**config.mk**
```make
export PLATFORM = sky130hd
export DESIGN_NAME = addr_seg_decoder
export DESIGN_NICKNAME = d
export VERILOG_FILES = /design/src/rtl/seg_pkg.sv /design/src/rtl/seg_priv_eval.sv /design/src/rtl/seg_window.sv /design/src/rtl/seg_hold_stage.sv /design/src/rtl/addr_seg_decoder.sv
export SDC_FILE = /design/constraint.sdc
export NUM_CORES = 1
export LEC_CHECK = 0
export ABC_CLOCK_PERIOD_IN_PS = 2410
export BUFFER_PORTS_ARGS = -buffer_cell sky130_fd_sc_hd__buf_4
export CELL_PAD_IN_SITES_DETAIL_PLACEMENT = 1
export CELL_PAD_IN_SITES_GLOBAL_PLACEMENT = 2
export CORE_MARGIN = 2
export CORE_UTILIZATION = 25
export DETAILED_ROUTE_END_ITERATION = 16
export GPL_TIMING_DRIVEN = 0
export PLACE_DENSITY_LB_ADDON = 0.1
export SYNTH_ARGS = -nofsm -noshare
export SYNTH_HDL_FRONTEND = slang
export SYNTH_SLANG_ARGS = --single-unit
```
**constraint.sdc**
```tcl
create_clock -name clk -period 2.41 [get_ports clk]
set_input_delay 0.482 -clock clk [delete_from_list [all_inputs] [get_ports clk]]
set_output_delay 0.482 -clock clk [all_outputs]
set_load 0.03 [all_outputs]
```
**src/rtl/seg_pkg.sv**
```systemverilog
package seg_pkg;
  localparam int VA_W  = 32;
  localparam int EXT_W = 64;
  localparam int PA_W  = 32;
  localparam int EXC_W = 5;
  localparam int KWIN_BITS = 29;   // offset bits inside a kernel direct window
  localparam int LOWWIN_BITS = 31; // offset bits of the low 2 GB region

  typedef enum logic [2:0] {
    RT_TLB    = 3'b001,
    RT_DIRECT = 3'b010,
    RT_ERR    = 3'b100
  } route_t;

  localparam logic [EXC_W-1:0] EXC_NONE       = 5'd0;
  localparam logic [EXC_W-1:0] EXC_ADDR_LOAD  = 5'd4;
  localparam logic [EXC_W-1:0] EXC_ADDR_STORE = 5'd5;

  typedef struct packed {
    route_t            route;
    logic              cached;
    logic [PA_W-1:0]   pa;
    logic [EXC_W-1:0]  exc;
    logic [EXT_W-1:0]  va;
  } seg_result_t;

  localparam int RESULT_W = $bits(seg_result_t);
endpackage

```
**src/rtl/seg_priv_eval.sv**
```systemverilog
module seg_priv_eval (
  input  logic [1:0] mode,
  input  logic       exl,
  input  logic       erl,
  output logic       kernel
);
  localparam logic [1:0] MODE_KERNEL = 2'b00;

  always_comb begin
    kernel = (mode == MODE_KERNEL) || exl || erl;
  end
endmodule

```
**src/rtl/seg_window.sv**
```systemverilog
module seg_window
  import seg_pkg::*;
(
  input  logic [VA_W-1:0] va,
  input  logic            kernel,
  input  logic            erl,
  input  logic            is_write,
  output seg_result_t     res
);
  localparam logic [2:0] WIN_CACHED   = 3'b100;
  localparam logic [2:0] WIN_UNCACHED = 3'b101;

  logic upper;
  assign upper = va[VA_W-1];

  always_comb begin
    res        = '0;
    res.route  = RT_TLB;
    res.exc    = EXC_NONE;
    res.va     = {{(EXT_W-VA_W){va[VA_W-1]}}, va};
    if (!upper) begin
      if (erl) begin
        res.route = RT_DIRECT;
        res.pa    = PA_W'(va[LOWWIN_BITS-1:0]);
      end
    end else if (kernel) begin
      case (va[VA_W-1:VA_W-3])
        WIN_CACHED: begin
          res.route  = RT_DIRECT;
          res.cached = 1'b1;
          res.pa     = PA_W'(va[KWIN_BITS-1:0]);
        end
        WIN_UNCACHED: begin
          res.route  = RT_DIRECT;
          res.pa     = PA_W'(va[KWIN_BITS-1:0]);
        end
        default: res.route = RT_TLB;
      endcase
    end else begin
      res.route = RT_ERR;
      res.exc   = is_write ? EXC_ADDR_STORE : EXC_ADDR_LOAD;
    end
  end
endmodule

```
**src/rtl/seg_hold_stage.sv**
```systemverilog
module seg_hold_stage #(
  parameter int W = 8
) (
  input  logic         clk,
  input  logic         rst_n,
  input  logic         in_valid,
  output logic         in_ready,
  input  logic [W-1:0] in_data,
  output logic         out_valid,
  input  logic         out_ready,
  output logic [W-1:0] out_data
);
  assign in_ready = !out_valid || out_ready;

  always_ff @(posedge clk) begin
    if (!rst_n) begin
      out_valid <= 1'b0;
      out_data  <= '0;
    end else if (in_ready) begin
      out_valid <= in_valid;
      if (in_valid) out_data <= in_data;
    end
  end


  stall_hold_chk: assert property (@(posedge clk) disable iff (!rst_n)
    (out_valid && !out_ready) |=> (out_valid && $stable(out_data)));


  accept_shows_chk: assert property (@(posedge clk) disable iff (!rst_n)
    (in_valid && in_ready) |=> out_valid);
endmodule

```
**src/rtl/addr_seg_decoder.sv**
```systemverilog
module addr_seg_decoder
  import seg_pkg::*;
(
  input  logic              clk,
  input  logic              rst_n,
  input  logic              req_valid,
  output logic              req_ready,
  input  logic [VA_W-1:0]   req_va,
  input  logic [1:0]        req_mode,
  input  logic              req_exl,
  input  logic              req_erl,
  input  logic              req_write,
  output logic              rsp_valid,
  input  logic              rsp_ready,
  output logic [2:0]        rsp_route,
  output logic              rsp_cached,
  output logic [PA_W-1:0]   rsp_pa,
  output logic [EXC_W-1:0]  rsp_exc,
  output logic [EXT_W-1:0]  rsp_va
);
  logic        kernel;
  seg_result_t next_res;
  seg_result_t held_res;
  logic [RESULT_W-1:0] held_bits;

  seg_priv_eval u_priv (
    .mode  (req_mode),
    .exl   (req_exl),
    .erl   (req_erl),
    .kernel(kernel)
  );

  seg_window u_win (
    .va      (req_va),
    .kernel  (kernel),
    .erl     (req_erl),
    .is_write(req_write),
    .res     (next_res)
  );

  seg_hold_stage #(.W(RESULT_W)) u_hold (
    .clk      (clk),
    .rst_n    (rst_n),
    .in_valid (req_valid),
    .in_ready (req_ready),
    .in_data  (next_res),
    .out_valid(rsp_valid),
    .out_ready(rsp_ready),
    .out_data (held_bits)
  );

  assign held_res   = seg_result_t'(held_bits);
  assign rsp_route  = held_res.route;
  assign rsp_cached = held_res.cached;
  assign rsp_pa     = held_res.pa;
  assign rsp_exc    = held_res.exc;
  assign rsp_va     = held_res.va;


  route_onehot_chk: assert property (@(posedge clk) disable iff (!rst_n)
    rsp_valid |-> ($countones(rsp_route) == 1));


  err_code_chk: assert property (@(posedge clk) disable iff (!rst_n)
    (rsp_valid && rsp_route[2]) |-> (rsp_exc == EXC_ADDR_LOAD || rsp_exc == EXC_ADDR_STORE));


  no_err_code_chk: assert property (@(posedge clk) disable iff (!rst_n)
    (rsp_valid && !rsp_route[2]) |-> (rsp_exc == EXC_NONE));


  cached_window_chk: assert property (@(posedge clk) disable iff (!rst_n)
    (rsp_valid && rsp_cached) |-> (rsp_route == 3'b010 && rsp_pa[PA_W-1:KWIN_BITS] == '0
                                   && rsp_va[31:29] == 3'b100));


  sign_ext_chk: assert property (@(posedge clk) disable iff (!rst_n)
    rsp_valid |-> (rsp_va[EXT_W-1:VA_W] == {(EXT_W-VA_W){rsp_va[VA_W-1]}}));
endmodule

```
==> run metrics, run 1 <==
status finished, final reports clean; worst-case clock skew 0.00226 ns; Nets 559; reg2reg start u_hold.out_valid; CP Data Arrival Time 1.69 ns; Synth cell types 27; Worst Hold Launch req_va[5]; DR iter-0 viols 86; Die W 115 um; # Post-CTS Setup Buffers 0; setup TNS 0 ns; clk root buf clkbuf_16; Starting Density 25.6%; Ports 148; clock insertion delay at the later pin of the skew report 0.33 ns; WHS Endpoint u_hold.out_data[74]; Syn. warnings 0; Final Critical Period 2.18 ns; first-pass GRT wire length 18300 um; Syn-to-layout area delta 51.7%; cell count of the worst reg-to-reg path 5; CTS tree built; Static Leak 2.32 nW; CTS max path bufs 2; Seq cells post-synth 69; FP Rows 40; Worst-path clk slew 0.06 ns; PwrDens 705 mW/mm2; Finished Cell Area 0.00469 mm2; vias in the first global route 3278; CP Capture Type primary output; multi-input combinational cell area 0.00125 mm2; DR vias 3210; CTS Hold Bufs 0; H-Tree Level Count 3; initial antenna violation count 1; fin util 38.9%; Fillers 1444; first-pass detailed-route iteration total 4; die span in y 115 um; syn avg cell area 8.51 um2; Max Fclk 0.460 GHz; core footprint 0.0121 mm2; CTS Buf Count 9; PortBufs 141; Routed Antenna Nets 0; final count of hold timing violations 0; met2 Usage GRT 27.9%; Worst Tran Pin Value 0.993 ns; CTS resizes 0; Max IR drop VDD 242 uV; max_cap viols 0; WHS Path Cells 2; GPL Wtd Cong 0.781; mapped cell area 0.00309 mm2; Setup Crit Path Kind flop to primary output; Critical path origin u_hold.out_data[63]; largest net degree at the start of global routing 35; r2r endpoint u_hold.out_data[21]; DR WL/cell 17.2 um; met1 usage 24.2%; CP startpoint kind flop; CP Max Fanout 34; Relative slew margins 33.7%; met3 usage in global routing 5.64%; fin. max-slew vios 0; GRT Util Overall 18.0%; gr ovfl total 0; period utilization 90.3%; RSZ-0062 raised after global routing no; placed inst area 0.00437 mm2; critical path required time 1.93 ns; clock sinks 69; R2R Setup Slk 0.93 ns; Setup violations, final 0; register area 0.00138 mm2; final wirelength 11900 um; Hold WC Path Type primary input to flop; layout cells sized above 1 42.8%; die area 0.0133 mm2; cell count after synthesis 363; sequential element share of the synthesized area 44.7%; HPWL Detailed 8940 um; routed vias/inst 4.64; Most Crowded Layer GR met2; Remaining DRCs 0
## sequential cells by signal, indices dropped and copies added (netlist names)
| register | flops |
|---|---|
| u_hold.out_valid | 1 |
| u_hold.out_data | 68 |
## where the power goes
group | total, W | internal, W | switching (W) | leakage, nW
Sequential | 0.00123 | 0.00120 | 0.0000362 | 0.564
Combinational | 0.000661 | 0.000255 | 0.000406 | 1.61
Clock | 0.00141 | 0.000900 | 0.000512 | 0.151
## layer usage
layer  wire [um]  vias up
met5           0        -
met4         110        0
met3        1020        6
met2        5380      108
met1        5410     1515
li1            -     1581
## cell usage after synthesis
library cell | instances | area share [%]
o21ai_0 | 34 | 5.5
nor4b_1 | 1 | 0.28
inv_2 | 2 | 0.24
buf_2 | 19 | 3.1
o311ai_0 | 1 | 0.28
or4_4 | 1 | 0.36
nand4_1 | 2 | 0.40
nor2_1 | 1 | 0.12
o22ai_2 | 1 | 0.40
conb_1 | 1 | 0.12
nor2_2 | 1 | 0.20
a21oi_1 | 67 | 11
a31o_2 | 2 | 0.57
dfxtp_1 | 69 | 45
o32a_1 | 1 | 0.32
nand3_1 | 32 | 5.2
buf_1 | 2 | 0.24
buf_6 | 1 | 0.36
clkbuf_1 | 15 | 1.8
a41o_1 | 30 | 9.7
buf_4 | 39 | 9.5
nand2_1 | 35 | 4.3
clkinv_1 | 1 | 0.12
o22ai_1 | 1 | 0.20
nor2b_4 | 1 | 0.45
nand3b_1 | 1 | 0.24
and2b_1 | 2 | 0.49
## layout make-up
cell class | instances | area share, %
well taps | 168 | 4.48
repair buffers | 141 | 22.6
multi-input cells | 218 | 26.6
plain buffers | 76 | 9.87
inverters | 3 | 0.240
clock buffers | 9 | 4.80
flip-flops and latches | 69 | 29.5
diodes | 1 | 0.0534
clock inverters | 7 | 1.92
## how the worst max path moves through the flow
stage / end / cells after the start / slack [ns]
finish: rsp_va[59] / 2 / 0.23
global route: rsp_va[48] / 2 / 0.03
CTS: rsp_va[45] / 2 / 0.18
detailed placement: rsp_va[45] / 2 / 0.54
global placement: rsp_va[44] / 2 / 0.58
floorplan: rsp_va[32] / 1 / 0.63
## cells by family after synthesis
group / count (synthesis) / synth area share, %
DFF: 69 / 44.7
AOI/OAI and AO/OA: 137 / 27.9
other: 1 / 0.121
and+or+nand+nor: 77 / 12.0
buffers and inverters: 79 / 15.3
## critical path, cell delays in order (launching register included)
cell and delay [ns]:
dfxtp_1 0.97, buf_4 0.23, buf_4 0.15
## placed cells by master (no fill, tap or decap), types with 3 or more instances in the layout
| master | count |
|---|---|
| dfxtp_1 | 69 |
| nand2_1 | 35 |
| o21ai_0 | 34 |
| nand3_1 | 32 |
| clkbuf_1 | 15 |
| conb_1 | 4 |
| clkbuf_16 | 9 |
| buf_2 | 19 |
| buf_4 | 180 |
| a21oi_1 | 67 |
| clkinv_2 | 3 |
| a41o_1 | 30 |
## stage by stage
step                      worst slack, ns  power, W  hold WS [ns]  instances
after floorplan                     0.635   0.00164         0.591        366
after global placement              0.580   0.00192         0.465        675
after detailed placement            0.543   0.00192         0.472        675
after CTS                           0.182   0.00334         0.388        691
after global routing               0.0258   0.00345         0.391        691
final                               0.234   0.00330         0.396        692
(Power assumes the default switching activity.)
==> run 2, diff against run 1 <==
--- a/config.mk
+++ b/config.mk
@@ -9,11 +9,13 @@
 export BUFFER_PORTS_ARGS = -buffer_cell sky130_fd_sc_hd__buf_4
 export CELL_PAD_IN_SITES_DETAIL_PLACEMENT = 1
 export CELL_PAD_IN_SITES_GLOBAL_PLACEMENT = 2
+export CORE_ASPECT_RATIO = 0.8
 export CORE_MARGIN = 2
 export CORE_UTILIZATION = 25
 export DETAILED_ROUTE_END_ITERATION = 16
 export GPL_TIMING_DRIVEN = 0
 export PLACE_DENSITY_LB_ADDON = 0.1
+export REMOVE_ABC_BUFFERS = 1
 export SYNTH_ARGS = -nofsm -noshare
 export SYNTH_HDL_FRONTEND = slang
 export SYNTH_SLANG_ARGS = --single-unit
==> constraint.sdc (replaced) <==
create_clock -name clk -period 2.41 [get_ports clk]
set_input_delay 0 -clock clk [delete_from_list [all_inputs] [get_ports clk]]
set_output_delay 0 -clock clk [all_outputs]
set_load 0.03 [all_outputs]
==> run metrics, run 2 (synthesis results as in run 1) <==
GRT Util Overall 15.8%; Setup Crit Path Kind flop to primary output; layout cells sized above 1 34.6%; Comb pwr share 20.3%; fin. max-slew vios 0; placed inst area 0.00394 mm2; Nets 520; FP Rows 36; CP startpoint kind flop; CTS tree built; Setup violations, final 0; Fillers 1406; DR vias 3077; ant diodes 0; fin util 37.6%; CP Data Arrival Time 2.09 ns; switching portion of total power 29.1%; PwrDens 683 mW/mm2; H-Tree Level Count 3; Crit-path slowest cell nor2b_4; Routed Antenna Nets 0; CTS Buf Count 9; HPWL Detailed 6200 um; critical path required time 2.41 ns; first-pass detailed-route iteration total 4; status finished, final reports clean; sequential share of power 39.5%; routed vias/inst 4.85; DR iter-0 viols 135; Finished Layout Cells 635; # Post-CTS Setup Buffers 0; Critical Path Max Stage Delay 0.58 ns; Starting Density 25.5%; largest net degree at the start of global routing 70; placed cell count 586; Ports 148; final worst slack 0.316 ns; most common cell after layout, fill and taps aside buf_4; Static Leak 2.17 nW; clock insertion delay at the later pin of the skew report 0.33 ns; max_cap viols 0; max FFs per register 68; GPL Wtd Cong 0.684; Finished Cell Area 0.00456 mm2; vias in the first global route 2987; Final Critical Period 2.09 ns; Worst-path clk slew 0.05 ns; first-pass GRT wire length 16100 um; register area 0.00138 mm2; die area 0.0133 mm2; power consumption 0.00311 W; RSZ-0062 raised after global routing no; final wirelength 11000 um; DR WL/cell 17.3 um; CP Max Fanout 69; initial antenna violation count 0; PortBufs 143; power share of the clock group 40.2%; critical-path cell list nor2b_4 > inv_4 > buf_4; Net Switching 0.000907 W; internal power 0.00221 W; core footprint 0.0121 mm2; gr ovfl total 0; Syn-to-layout area delta 47.4%; CTS max path bufs 2; CP Capture Type primary output; die span in y 103 um; worst-case clock skew 0.00662 ns; commonest cells after routing, fill and taps aside buf_4, dfxtp_1, a21oi_1, nand2_1, o21ai_0; Die W 128 um; final count of hold timing violations 0; period utilization 86.9%; Place WS -0.137 ns; Hold WC Path Type primary input to flop; Top Registers u_hold.out_data (68), u_hold.out_valid (1); Relative slew margins 23.2%; Max IR drop VDD 293 uV; Max Fclk 0.478 GHz; Remaining DRCs 0; multi-input combinational cell area 0.00126 mm2; Most flops, register u_hold.out_data; Worst Tran Pin Value 1.14 ns; clk root buf clkbuf_16; clock sinks 69
==> run 2: repair_timing <==
| item | in CTS | in global routing |
|---|---|---|
| endpoints found under the hold margin | 65 | 0 |
| resized for setup | 1 | 0 |
| cloned | 0 | 1 |
| hold buffers | 33 | 0 |
| setup endpoints to repair | 68 | 2 |
==> run 2: cell type report <==
type / count / share of cell area (%)
well taps: 152 / 4.17
inverters: 3 / 0.302
repair buffers: 177 / 31.4
clock inverters: 1 / 0.110
flip-flops and latches: 69 / 30.3
multi-input cells: 219 / 27.7
clock buffers: 14 / 6.01
==> run 2: per-layer routing <==
metal | wire, um | GRT usage [%]
met1 | 4990 | 19.6
met2 | 5250 | 26.6
met3 | 664 | 5.25
met4 | 76 | 4.31
met5 | 0 | 0
==> run 2: path summary, 6_finish.rpt <==
path / slack [ns] / endpoint / depth (start not counted) / start
worst min-delay path: 0.08 / u_hold.out_data[102] / 3 / req_exl
worst min register to register: 0.48 / u_hold.out_data[101] / 2 / u_hold.out_data[101]
worst max register to register: 0.46 / u_hold.out_data[101] / 4 / u_hold.out_valid
worst max-delay path: 0.32 / req_ready / 3 / u_hold.out_valid
==> run 2: worst max-delay path, delay by kind of cell (launching register included) <==
family,cells,cell delay (ns)
flip-flops,1,0.39
AND/OR/NAND/NOR,1,0.58
buffers and inverters,2,0.75
==> run 2: power groups by stage <==
stage | clock (W) | combinational, W | sequential, W
2_1_floorplan | 0 | 0.000126 | 0.00142
6_report | 0.00125 | 0.000632 | 0.00123
3_5_place_dp | 0 | 0.000592 | 0.00126
5_1_grt | 0.00134 | 0.000678 | 0.00124
3_3_place_gp | 0 | 0.000580 | 0.00125
4_1_cts | 0.00131 | 0.000637 | 0.00123
==> run 2: through the flow <==
stage / hold slack [ns] / TNS, ns
final: 0.0775 / 0
after global routing: 0.0926 / 0
after CTS: 0.0628 / 0
after detailed placement: 0.252 / -4.26
after global placement: 0.245 / -20.01
after floorplan: 0.145 / -145.31
==> run 3, diff against run 2 <==
--- a/config.mk
+++ b/config.mk
@@ -12,6 +12,8 @@
 export CORE_ASPECT_RATIO = 0.8
 export CORE_MARGIN = 2
 export CORE_UTILIZATION = 25
+export CTS_BUF_LIST = sky130_fd_sc_hd__clkbuf_2 sky130_fd_sc_hd__clkbuf_4 sky130_fd_sc_hd__clkbuf_8
+export CTS_CLUSTER_DIAMETER = 200
 export DETAILED_ROUTE_END_ITERATION = 16
 export GPL_TIMING_DRIVEN = 0
 export PLACE_DENSITY_LB_ADDON = 0.1
==> run metrics, run 3 (synthesis results as in run 1) <==
CTS tree built; clock sinks 69; ant diodes 0; PwrDens 618 mW/mm2; Static Leak 2.13 nW; CTS Buf Count 9; Final Critical Period 2.10 ns; Top Registers u_hold.out_data (68), u_hold.out_valid (1); CP Max Fanout 69; r2r endpoint u_hold.out_data[101]; Hold WC Path Type primary input to flop; fin. max-slew vios 0; Finished Cell Area 0.00446 mm2; largest net degree at the start of global routing 70; reg2reg start u_hold.out_valid; RSZ-0062 raised after global routing no; Setup violations, final 0; Worst-path clk slew 0.06 ns; routed vias/inst 4.85; WHS Endpoint u_hold.out_data[102]; Die W 128 um; max FFs per register 68; period utilization 87.0%; DR WL/cell 17.2 um; FP Rows 36; core footprint 0.0121 mm2; PortBufs 143; die area 0.0133 mm2; status finished, final reports clean; critical path required time 2.41 ns; vias in the first global route 2980; GRT Util Overall 16.1%; max_cap viols 0; most common cell after layout, fill and taps aside buf_4; first-pass GRT wire length 16400 um; layout cells sized above 1 35.0%; gr ovfl total 0; Ports 148; WHS Path Cells 3; HPWL Detailed 6200 um; cell count of the worst reg-to-reg path 4; worst-case clock skew 0.00998 ns; Syn-to-layout area delta 44.4%; Max IR drop VDD 291 uV; final count of hold timing violations 0; CTS max path bufs 2; Worst Tran Pin Value 1.14 ns; DR vias 3078; DR iter-0 viols 107; Worst Hold Launch req_exl; first-pass detailed-route iteration total 4; Max Fclk 0.477 GHz; Relative slew margins 23.4%; clk root buf clkbuf_8; Nets 520; CP Capture Type primary output; H-Tree Level Count 3; clock insertion delay at the later pin of the skew report 0.34 ns; power consumption 0.00276 W; Routed Antenna Nets 0; die span in y 103 um; R2R Setup Slk 0.46 ns; CP startpoint kind flop; CP Data Arrival Time 2.10 ns; Most flops, register u_hold.out_data; # Post-CTS Setup Buffers 0; Starting Density 25.5%; GPL Wtd Cong 0.684; setup TNS 0 ns; Remaining DRCs 0; commonest cells after routing, fill and taps aside buf_4, dfxtp_1, a21oi_1, nand2_1, o21ai_0; initial antenna violation count 0; final wirelength 10900 um; placed inst area 0.00394 mm2; Setup Crit Path Kind flop to primary output
run 3: per-stage QoR:
step	util, %	std cells	setup WS [ns]	hold WS, ns
2_1_floorplan	-	290	-5.28	0.145
3_3_place_gp	32.2	585	-0.597	0.245
3_5_place_dp	32.5	586	-0.137	0.252
4_1_cts	36.8	635	0.258	0.0509
5_1_grt	36.8	635	0.164	0.0658
6_report	36.8	635	0.313	0.0690
run 3: metal layers:
| metal | share of wire (%) | global-route usage [%] | vias to the layer above |
|---|---|---|---|
| li1 | - | - | 1495 |
| met5 | 0 | 0 | - |
| met3 | 5.7 | 5.86 | 2 |
| met4 | 0.37 | 2.79 | 0 |
| met2 | 48 | 27.2 | 79 |
| met1 | 46 | 20.1 | 1502 |
run 3: how the worst max path moves through the flow:
stage | to | startpoint
after floorplan | u_hold.out_data[63] | u_hold.out_data[63]
after CTS | req_ready | u_hold.out_valid
after global placement | u_hold.out_data[95] | req_valid
after global routing | req_ready | u_hold.out_valid
final | req_ready | u_hold.out_valid
after detailed placement | u_hold.out_data[101] | u_hold.out_valid
run 3: critical path, cell delays in order (launching register included):
cell     delay [ns]
dfxtp_1        0.41
nor2b_4        0.57
inv_4          0.44
buf_4          0.31
run 3: power by group:
| part | internal (W) | total (W) | switching [W] |
|---|---|---|---|
| Combinational | 0.000237 | 0.000631 | 0.000394 |
| Sequential | 0.00119 | 0.00123 | 0.0000358 |
| Clock | 0.000475 | 0.000899 | 0.000424 |
run 3: layout make-up:
type | count | area [um2]
clock inverters | 1 | 5.00
multi-input cells | 219 | 1260
fillers | 1413 | 7650
repair buffers | 177 | 1430
inverters | 3 | 13.8
well taps | 152 | 190
clock buffers | 14 | 180
flip-flops and latches | 69 | 1380
run 3: what timing repair did:
item	CTS	global route
gates resized for setup	1	0
endpoints found under the setup margin	68	0
hold buffers	33	0
hold endpoints to repair	65	0
